**src/rtl/qirq_pkg.sv**
```systemverilog
`timescale 1ns/1ps
package qirq_pkg;
  localparam int HALF_Q         = 32;
  localparam int REG_W          = 32;
  localparam int NIB_W          = 4;
  localparam int FLAG_N         = 4;
  localparam int ADDR_W         = 4;
  localparam int LANES_PER_WORD = REG_W / NIB_W;
  localparam int WORDS          = HALF_Q / LANES_PER_WORD;

  localparam logic [ADDR_W-1:0] A_STAT0   = '0;
  localparam logic [ADDR_W-1:0] A_SEL0    = ADDR_W'(WORDS);
  localparam logic [ADDR_W-1:0] A_NE_HI   = ADDR_W'(2 * WORDS);
  localparam logic [ADDR_W-1:0] A_FULL_HI = ADDR_W'(2 * WORDS + 1);
  localparam logic [ADDR_W-1:0] A_EN_LO   = ADDR_W'(2 * WORDS + 2);
  localparam logic [ADDR_W-1:0] A_EN_HI   = ADDR_W'(2 * WORDS + 3);
  localparam logic [ADDR_W-1:0] A_PEND_LO = ADDR_W'(2 * WORDS + 4);
  localparam logic [ADDR_W-1:0] A_PEND_HI = ADDR_W'(2 * WORDS + 5);

  localparam logic [REG_W-1:0] STAT_RST = {LANES_PER_WORD{4'h3}};
  localparam logic [REG_W-1:0] SEL_MASK = {LANES_PER_WORD{4'h7}};

  // Selected flag of one queue: low two selector bits index, bit 2 inverts.
  function automatic logic pick_flag(input logic [FLAG_N-1:0] flags,
                                     input logic [2:0] sel);
    return flags[sel[1:0]] ^ sel[2];
  endfunction

  // Rising condition: high now, low in the previous cycle.
  function automatic logic [REG_W-1:0] rise_of(input logic [REG_W-1:0] now_v,
                                               input logic [REG_W-1:0] old_v);
    return now_v & ~old_v;
  endfunction

  // Pending update: clears first, sets override clears.
  function automatic logic [REG_W-1:0] pend_update(input logic [REG_W-1:0] cur,
                                                   input logic [REG_W-1:0] clr,
                                                   input logic [REG_W-1:0] set);
    return (cur & ~clr) | set;
  endfunction

  // Bits that an enable write turns off.
  function automatic logic [REG_W-1:0] falling_en(input logic [REG_W-1:0] cur,
                                                  input logic [REG_W-1:0] nxt);
    return cur & ~nxt;
  endfunction
endpackage

```
**src/rtl/qirq_regs.sv**
```systemverilog
`timescale 1ns/1ps
module qirq_regs
  import qirq_pkg::*;
(
  input  logic                       clk,
  input  logic                       rst_n,
  input  logic                       wr_en,
  input  logic [ADDR_W-1:0]          wr_addr,
  input  logic [REG_W-1:0]           wr_data,
  output logic [HALF_Q*FLAG_N-1:0]   stat_lo,
  output logic [HALF_Q*NIB_W-1:0]    src_lo,
  output logic [REG_W-1:0]           ne_hi,
  output logic [REG_W-1:0]           full_hi,
  output logic [REG_W-1:0]           en_lo,
  output logic [REG_W-1:0]           en_hi,
  output logic [REG_W-1:0]           en_lo_nxt,
  output logic [REG_W-1:0]           en_hi_nxt,
  output logic [REG_W-1:0]           w1c_lo,
  output logic [REG_W-1:0]           w1c_hi
);
  logic hit_ne, hit_full, hit_en_lo, hit_en_hi, hit_pd_lo, hit_pd_hi;

  assign hit_ne    = wr_en && (wr_addr == A_NE_HI);
  assign hit_full  = wr_en && (wr_addr == A_FULL_HI);
  assign hit_en_lo = wr_en && (wr_addr == A_EN_LO);
  assign hit_en_hi = wr_en && (wr_addr == A_EN_HI);
  assign hit_pd_lo = wr_en && (wr_addr == A_PEND_LO);
  assign hit_pd_hi = wr_en && (wr_addr == A_PEND_HI);

  generate
    for (genvar w = 0; w < WORDS; w++) begin : g_word
      logic             hit_stat, hit_src;
      logic [REG_W-1:0] stat_q, src_q;
      assign hit_stat = wr_en && (wr_addr == A_STAT0 + ADDR_W'(w));
      assign hit_src  = wr_en && (wr_addr == A_SEL0 + ADDR_W'(w));

      always_ff @(posedge clk or negedge rst_n) begin
        if (!rst_n) begin
          stat_q <= STAT_RST;
          src_q  <= '0;
        end else begin
          if (hit_stat) stat_q <= wr_data;
          if (hit_src)  src_q  <= wr_data & SEL_MASK;
        end
      end

      assign stat_lo[w*REG_W +: REG_W] = stat_q;
      assign src_lo[w*REG_W +: REG_W]  = src_q;
    end
  endgenerate

  assign en_lo_nxt = hit_en_lo ? wr_data : en_lo;
  assign en_hi_nxt = hit_en_hi ? wr_data : en_hi;
  assign w1c_lo    = hit_pd_lo ? wr_data : '0;
  assign w1c_hi    = hit_pd_hi ? wr_data : '0;

  always_ff @(posedge clk or negedge rst_n) begin
    if (!rst_n) begin
      ne_hi   <= '1;
      full_hi <= '0;
      en_lo   <= '0;
      en_hi   <= '0;
    end else begin
      if (hit_ne)   ne_hi   <= wr_data;
      if (hit_full) full_hi <= wr_data;
      en_lo <= en_lo_nxt;
      en_hi <= en_hi_nxt;
    end
  end
endmodule

```
**src/rtl/qirq_lo_cond.sv**
```systemverilog
`timescale 1ns/1ps
module qirq_lo_cond
  import qirq_pkg::*;
(
  input  logic [HALF_Q*FLAG_N-1:0] stat_lo,
  input  logic [HALF_Q*NIB_W-1:0]  src_lo,
  output logic [HALF_Q-1:0]        cond_lo
);
  generate
    for (genvar q = 0; q < HALF_Q; q++) begin : g_lane
      logic unused_rsvd;
      assign unused_rsvd = src_lo[q*NIB_W + 3];
      assign cond_lo[q]  = pick_flag(stat_lo[q*FLAG_N +: FLAG_N],
                                     src_lo[q*NIB_W +: 3]);
    end
  endgenerate
endmodule

```
**src/rtl/qirq_pend.sv**
```systemverilog
`timescale 1ns/1ps
module qirq_pend
  import qirq_pkg::*;
#(
  parameter int W = REG_W
) (
  input  logic         clk,
  input  logic         rst_n,
  input  logic [W-1:0] cond,
  input  logic [W-1:0] en_cur,
  input  logic [W-1:0] en_nxt,
  input  logic [W-1:0] w1c,
  output logic [W-1:0] rise,
  output logic [W-1:0] pend
);
  logic [W-1:0] cond_prev;
  logic [W-1:0] set_evt;
  logic [W-1:0] clr_evt;

  assign rise    = rise_of(cond, cond_prev);
  assign set_evt = rise & en_nxt;
  assign clr_evt = w1c | falling_en(en_cur, en_nxt);

  always_ff @(posedge clk or negedge rst_n) begin
    if (!rst_n) begin
      cond_prev <= '1;
      pend      <= '0;
    end else begin
      cond_prev <= cond;
      pend      <= pend_update(pend, clr_evt, set_evt);
    end
  end
endmodule

```
**src/rtl/qirq_aggregator.sv**
```systemverilog
`timescale 1ns/1ps
module qirq_aggregator
  import qirq_pkg::*;
(
  input  logic              clk,
  input  logic              rst_n,
  input  logic              wr_en,
  input  logic [ADDR_W-1:0] wr_addr,
  input  logic [REG_W-1:0]  wr_data,
  input  logic [ADDR_W-1:0] rd_addr,
  output logic [REG_W-1:0]  rd_data,
  output logic              irq_lo,
  output logic              irq_hi
);
  logic [HALF_Q*FLAG_N-1:0] stat_lo;
  logic [HALF_Q*NIB_W-1:0]  src_lo;
  logic [REG_W-1:0] ne_hi, full_hi;
  logic [REG_W-1:0] en_lo, en_hi, en_lo_nxt, en_hi_nxt;
  logic [REG_W-1:0] w1c_lo, w1c_hi;
  logic [REG_W-1:0] cond_lo;
  logic [REG_W-1:0] rise_lo, rise_hi;
  logic [REG_W-1:0] pend_lo, pend_hi;

  qirq_regs u_regs (
    .clk(clk), .rst_n(rst_n), .wr_en(wr_en), .wr_addr(wr_addr),
    .wr_data(wr_data), .stat_lo(stat_lo), .src_lo(src_lo),
    .ne_hi(ne_hi), .full_hi(full_hi), .en_lo(en_lo), .en_hi(en_hi),
    .en_lo_nxt(en_lo_nxt), .en_hi_nxt(en_hi_nxt),
    .w1c_lo(w1c_lo), .w1c_hi(w1c_hi)
  );

  qirq_lo_cond u_cond (
    .stat_lo(stat_lo), .src_lo(src_lo), .cond_lo(cond_lo)
  );

  qirq_pend #(.W(REG_W)) u_pend_lo (
    .clk(clk), .rst_n(rst_n), .cond(cond_lo), .en_cur(en_lo),
    .en_nxt(en_lo_nxt), .w1c(w1c_lo), .rise(rise_lo), .pend(pend_lo)
  );

  qirq_pend #(.W(REG_W)) u_pend_hi (
    .clk(clk), .rst_n(rst_n), .cond(ne_hi), .en_cur(en_hi),
    .en_nxt(en_hi_nxt), .w1c(w1c_hi), .rise(rise_hi), .pend(pend_hi)
  );

  assign irq_lo = |(pend_lo & en_lo);
  assign irq_hi = |(pend_hi & en_hi);

  always_comb begin
    rd_data = '0;
    for (int w = 0; w < WORDS; w++) begin
      if (rd_addr == A_STAT0 + ADDR_W'(w)) rd_data = stat_lo[w*REG_W +: REG_W];
      if (rd_addr == A_SEL0 + ADDR_W'(w))  rd_data = src_lo[w*REG_W +: REG_W];
    end
    case (rd_addr)
      A_NE_HI:   rd_data = ne_hi;
      A_FULL_HI: rd_data = full_hi;
      A_EN_LO:   rd_data = en_lo;
      A_EN_HI:   rd_data = en_hi;
      A_PEND_LO: rd_data = pend_lo;
      A_PEND_HI: rd_data = pend_hi;
      default:   ;
    endcase
  end
endmodule

```
**config.mk**
```make
export PLATFORM = sky130hd
export DESIGN_NAME = qirq_aggregator
export DESIGN_NICKNAME = d
export VERILOG_FILES = /design/src/rtl/qirq_pkg.sv /design/src/rtl/qirq_regs.sv /design/src/rtl/qirq_lo_cond.sv /design/src/rtl/qirq_pend.sv /design/src/rtl/qirq_aggregator.sv
export SDC_FILE = /design/constraint.sdc
export NUM_CORES = 1
export LEC_CHECK = 0
export BUFFER_PORTS_ARGS = -buffer_cell sky130_fd_sc_hd__buf_2
export CORE_UTILIZATION = 55
export DETAILED_ROUTE_END_ITERATION = 12
export PLACE_DENSITY = 0.82
export RECOVER_POWER = 25
export SYNTH_ARGS = -nofsm -noshare
export SYNTH_HDL_FRONTEND = slang
export SYNTH_HIERARCHICAL = 1
export SYNTH_SLANG_ARGS = --single-unit
export TNS_END_PERCENT = 30
```
**constraint.sdc**
```tcl
create_clock -name clk -period 3.7 [get_ports clk]
set_clock_uncertainty 0.1 [all_clocks]
set_input_delay 0.185 -clock clk [delete_from_list [all_inputs] [get_ports clk]]
set_output_delay 0.185 -clock clk [all_outputs]
set_load 0.02 [all_outputs]
```
==> results.yml <==
sta:
  slew_violations: 166
  finalSetupViolations: 0
  worst_slew_pin_slew_ns: 2.295
  slew_headroom: -0.5302
  finalCriticalPeriod_ns: 2.926
  fin_ws_ns: 0.7738
  setup_tns_ns: 0
  rsz0062_at_grt: "no"
  fin_crit_sh: 0.7909
  fmaxAchievable_ghz: 0.3417
  finalHoldViolations: 0
logic_synthesis:
  ys_seq_area_frac: 0.4895
  yosys-top-cells-count: "mux2_2 (348), dfrtp_1 (320), dfstp_2 (160)"
  synth_ff_type: "dfrtp_1"
  synthArstFlopShare: 1.000
  synth.avg_cell_area_um2: 12.31
  synth_enable_flop_cells: 0
  synth_top_cell_by_area: "dfrtp_1"
  synth.most_common_cell: "mux2_2"
  synth_area_mm2: 0.02495
  synth_warnings: 6
  netlist.area_leader.share: 0.3210
  synthCells: 2027
  synth_area_leaders: "dfrtp_1 (32%), dfstp_2 (17%), mux2_2 (16%)"
  synth.distinct_cells: 54
  ys_ff_latch: 480
cts:
  cts_root_buffer: "clkbuf_16"
  post_cts_buffers: 0
  cts_buffer_depth: 3
  h-tree-depth: 2
  cts_buffers: 50
  cts_tree: "built"
  clk_pin_slew_ns: 0.06
  numClockSinks: 480
  cts_resized: 0
  cts_hold_buf: 32
  clk_latency_ns: 0.60
detailed_routing:
  drcViolationCount: 0
  via_count: 18048
  routed_via_density: 6.628
  routed_wl_mm: 73.88
  drtIter0Drc: 2398
  postRouteAntennaNets: 0
  wl_per_cell_um: 27.13
  firstDrtPassIters: 8
setup_path:
  endpoint_kind: "output port"
  arrival_ns: 2.64
  critPathLaunchType: "register"
  crit_type: "reg2out"
  cp.required_ns: 3.41
  crit_fanout: 4
global_route:
  grt_max_degree: 117
  antenna_found_initial: 5
  first_global_vias: 18485
  grt_pass1_wl_mm: 113.5
  overflow: 0
  grt_usage: 0.3212
status:
  violations: "capacitance limit, slew limit"
  outcome: "finished, violations left"
power_and_ir_drop:
  p_per_area_mw_per_mm2: 674.4
  p_clk_frac: 0.281
  p_switching_mw: 6.029
  power_leakage_nw: 11.61
  p_comb_frac: 0.253
  p_int_mw: 12.69
  seqPwrFrac: 0.466
  p_sw_frac: 0.3220
  peakVddDrop_mv: 0.3916
place:
  post-place-ws_ns: 0.9885
  port_buffers: 76
  gp_congestion: 0.9378
  dp_hpwl_mm: 47.92
  placed_cells: 2595
die:
  fp.dieArea_mm2: 0.04621
  fp.dieH_um: 215.0
  num_io_pins: 77
  die_x_um: 215.0
  initial_utilization: 0.5605
  fp-row-count: 77
  coreArea_mm2: 0.04451
flow_run:
  drv_cap: 5
finish:
  instances_no_fill: 2723
  fin_nets: 2130
  area_growth_pct: 11.29
  layout-drive-gt1-share: 0.3886
worst_hold_path:
  hold_path.class: "in2reg"
[per-layer routing]
metal / wire [um] / vias to the layer above / part of all wire / global-route usage
met2: 33400 / 1064 / 0.45 / 0.4828
li1: - / 7411 / - / -
met3: 7230 / 258 / 0.098 / 0.06808
met1: 28920 / 9311 / 0.39 / 0.4352
met4: 4303 / 4 / 0.058 / 0.1801
met5: 23 / - / 0.00031 / 0
[cell families after synthesis]
| logic type | after synthesis | share of synthesized area |
|---|---|---|
| multiplexers | 459 | 0.2338 |
| AO/OA/AOI/OAI | 442 | 0.1072 |
| buffers and inverters | 184 | 0.03752 |
| other | 1 | 0.0001503 |
| AND/OR/NAND/NOR | 429 | 0.1206 |
| flip-flops | 480 | 0.4895 |
| XOR/XNOR | 32 | 0.01123 |
[cells in the final DEF, fill, tap and decap left out, types with 6 or more instances in the layout]
cell type,instances
a21oi_1,103
dfstp_1,32
conb_1,32
dlygate4sd3_1,32
a311o_1,22
xor2_1,32
and2_1,65
a222oi_1,24
nand3b_1,26
a21oi_2,8
nand2b_1,86
mux2_2,348
clkbuf_1,16
mux4_2,63
mux2i_1,37
clkinv_2,7
dfstp_2,128
nor2_2,6
nor2b_4,64
a31oi_1,7
buf_4,39
o21ai_1,122
buf_2,69
nand2_1,69
mux2_1,11
nor2_1,8
inv_1,7
clkbuf_16,51
nor2b_1,74
dfrtp_1,320
a22oi_1,38
a21o_1,6
nand4_1,8
clkbuf_8,18
o21ai_0,86
[power by group through the flow]
stage	Clock (mW)	Sequential, mW	Combinational, mW
after floorplan	0	8.15	3.45
after CTS	5.29	8.69	4.65
after detailed placement	0	8.73	4.57
final	5.26	8.73	4.74
after global placement	0	8.62	4.37
after global routing	5.49	8.88	5.00
[worst paths after layout]
check | from | to | slack (ns) | cells past startpoint
worst max-delay path | u_regs/en_hi[7] | irq_hi | 0.77 | 4
worst min-delay path | wr_data[10] | u_regs/ne_hi[10] | 0.08 | 2
worst max register to register | u_regs/g_word[3].src_q[8] | u_pend_lo/pend[26] | 1.53 | 5
worst min register to register | u_regs/ne_hi[14] | u_pend_hi/cond_prev[14] | 0.30 | 0
max in group asynchronous | rst_n | u_pend_lo/pend[20] | 1.08 | 3
min in group asynchronous | rst_n | u_regs/en_hi[11] | 0.73 | 2
[worst max-delay path, cell delays in order (launching register included)]
cell,delay (ns)
dfrtp_1,0.43
a22oi_1,0.53
nand4_1,0.24
or4_1,0.64
buf_2,0.21
[cell type report]
class | count | area, um^2
Fill cell | 3303 | 16750
Timing Repair Buffer | 154 | 1102
Antenna cell | 3 | 7.507
Clock inverter | 14 | 157.7
Inverter | 7 | 26.28
Tap cell | 592 | 740.7
Multi-Input combinational cell | 1394 | 11960
Sequential cell | 480 | 12210
Clock buffer | 79 | 1562
[metrics by stage]
stage	cell area, um^2	hold slack (ns)	power [mW]	utilization
5_1_grt	27760	0.05932	19.37	0.6236
6_report	27760	0.07800	18.72	0.6237
2_1_floorplan	25060	-0.2106	11.59	-
4_1_cts	27800	0.03644	18.63	0.6245
3_3_place_gp	25760	0.1388	12.99	0.5787
3_5_place_dp	25760	0.1367	13.30	0.5787
[sequential cells by signal, indices dropped and copies added (netlist names)]
| signal | count |
|---|---|
| u_pend_lo/pend | 32 |
| u_regs/en_hi | 32 |
| u_regs/g_word.src_q | 96 |
| u_regs/en_lo | 32 |
| u_pend_hi/pend | 32 |
| u_regs/ne_hi | 32 |
| u_pend_lo/cond_prev | 32 |
| u_pend_hi/cond_prev | 32 |
| u_regs/g_word.stat_q | 128 |
| u_regs/full_hi | 32 |
Power figures use the tool's default switching activity.
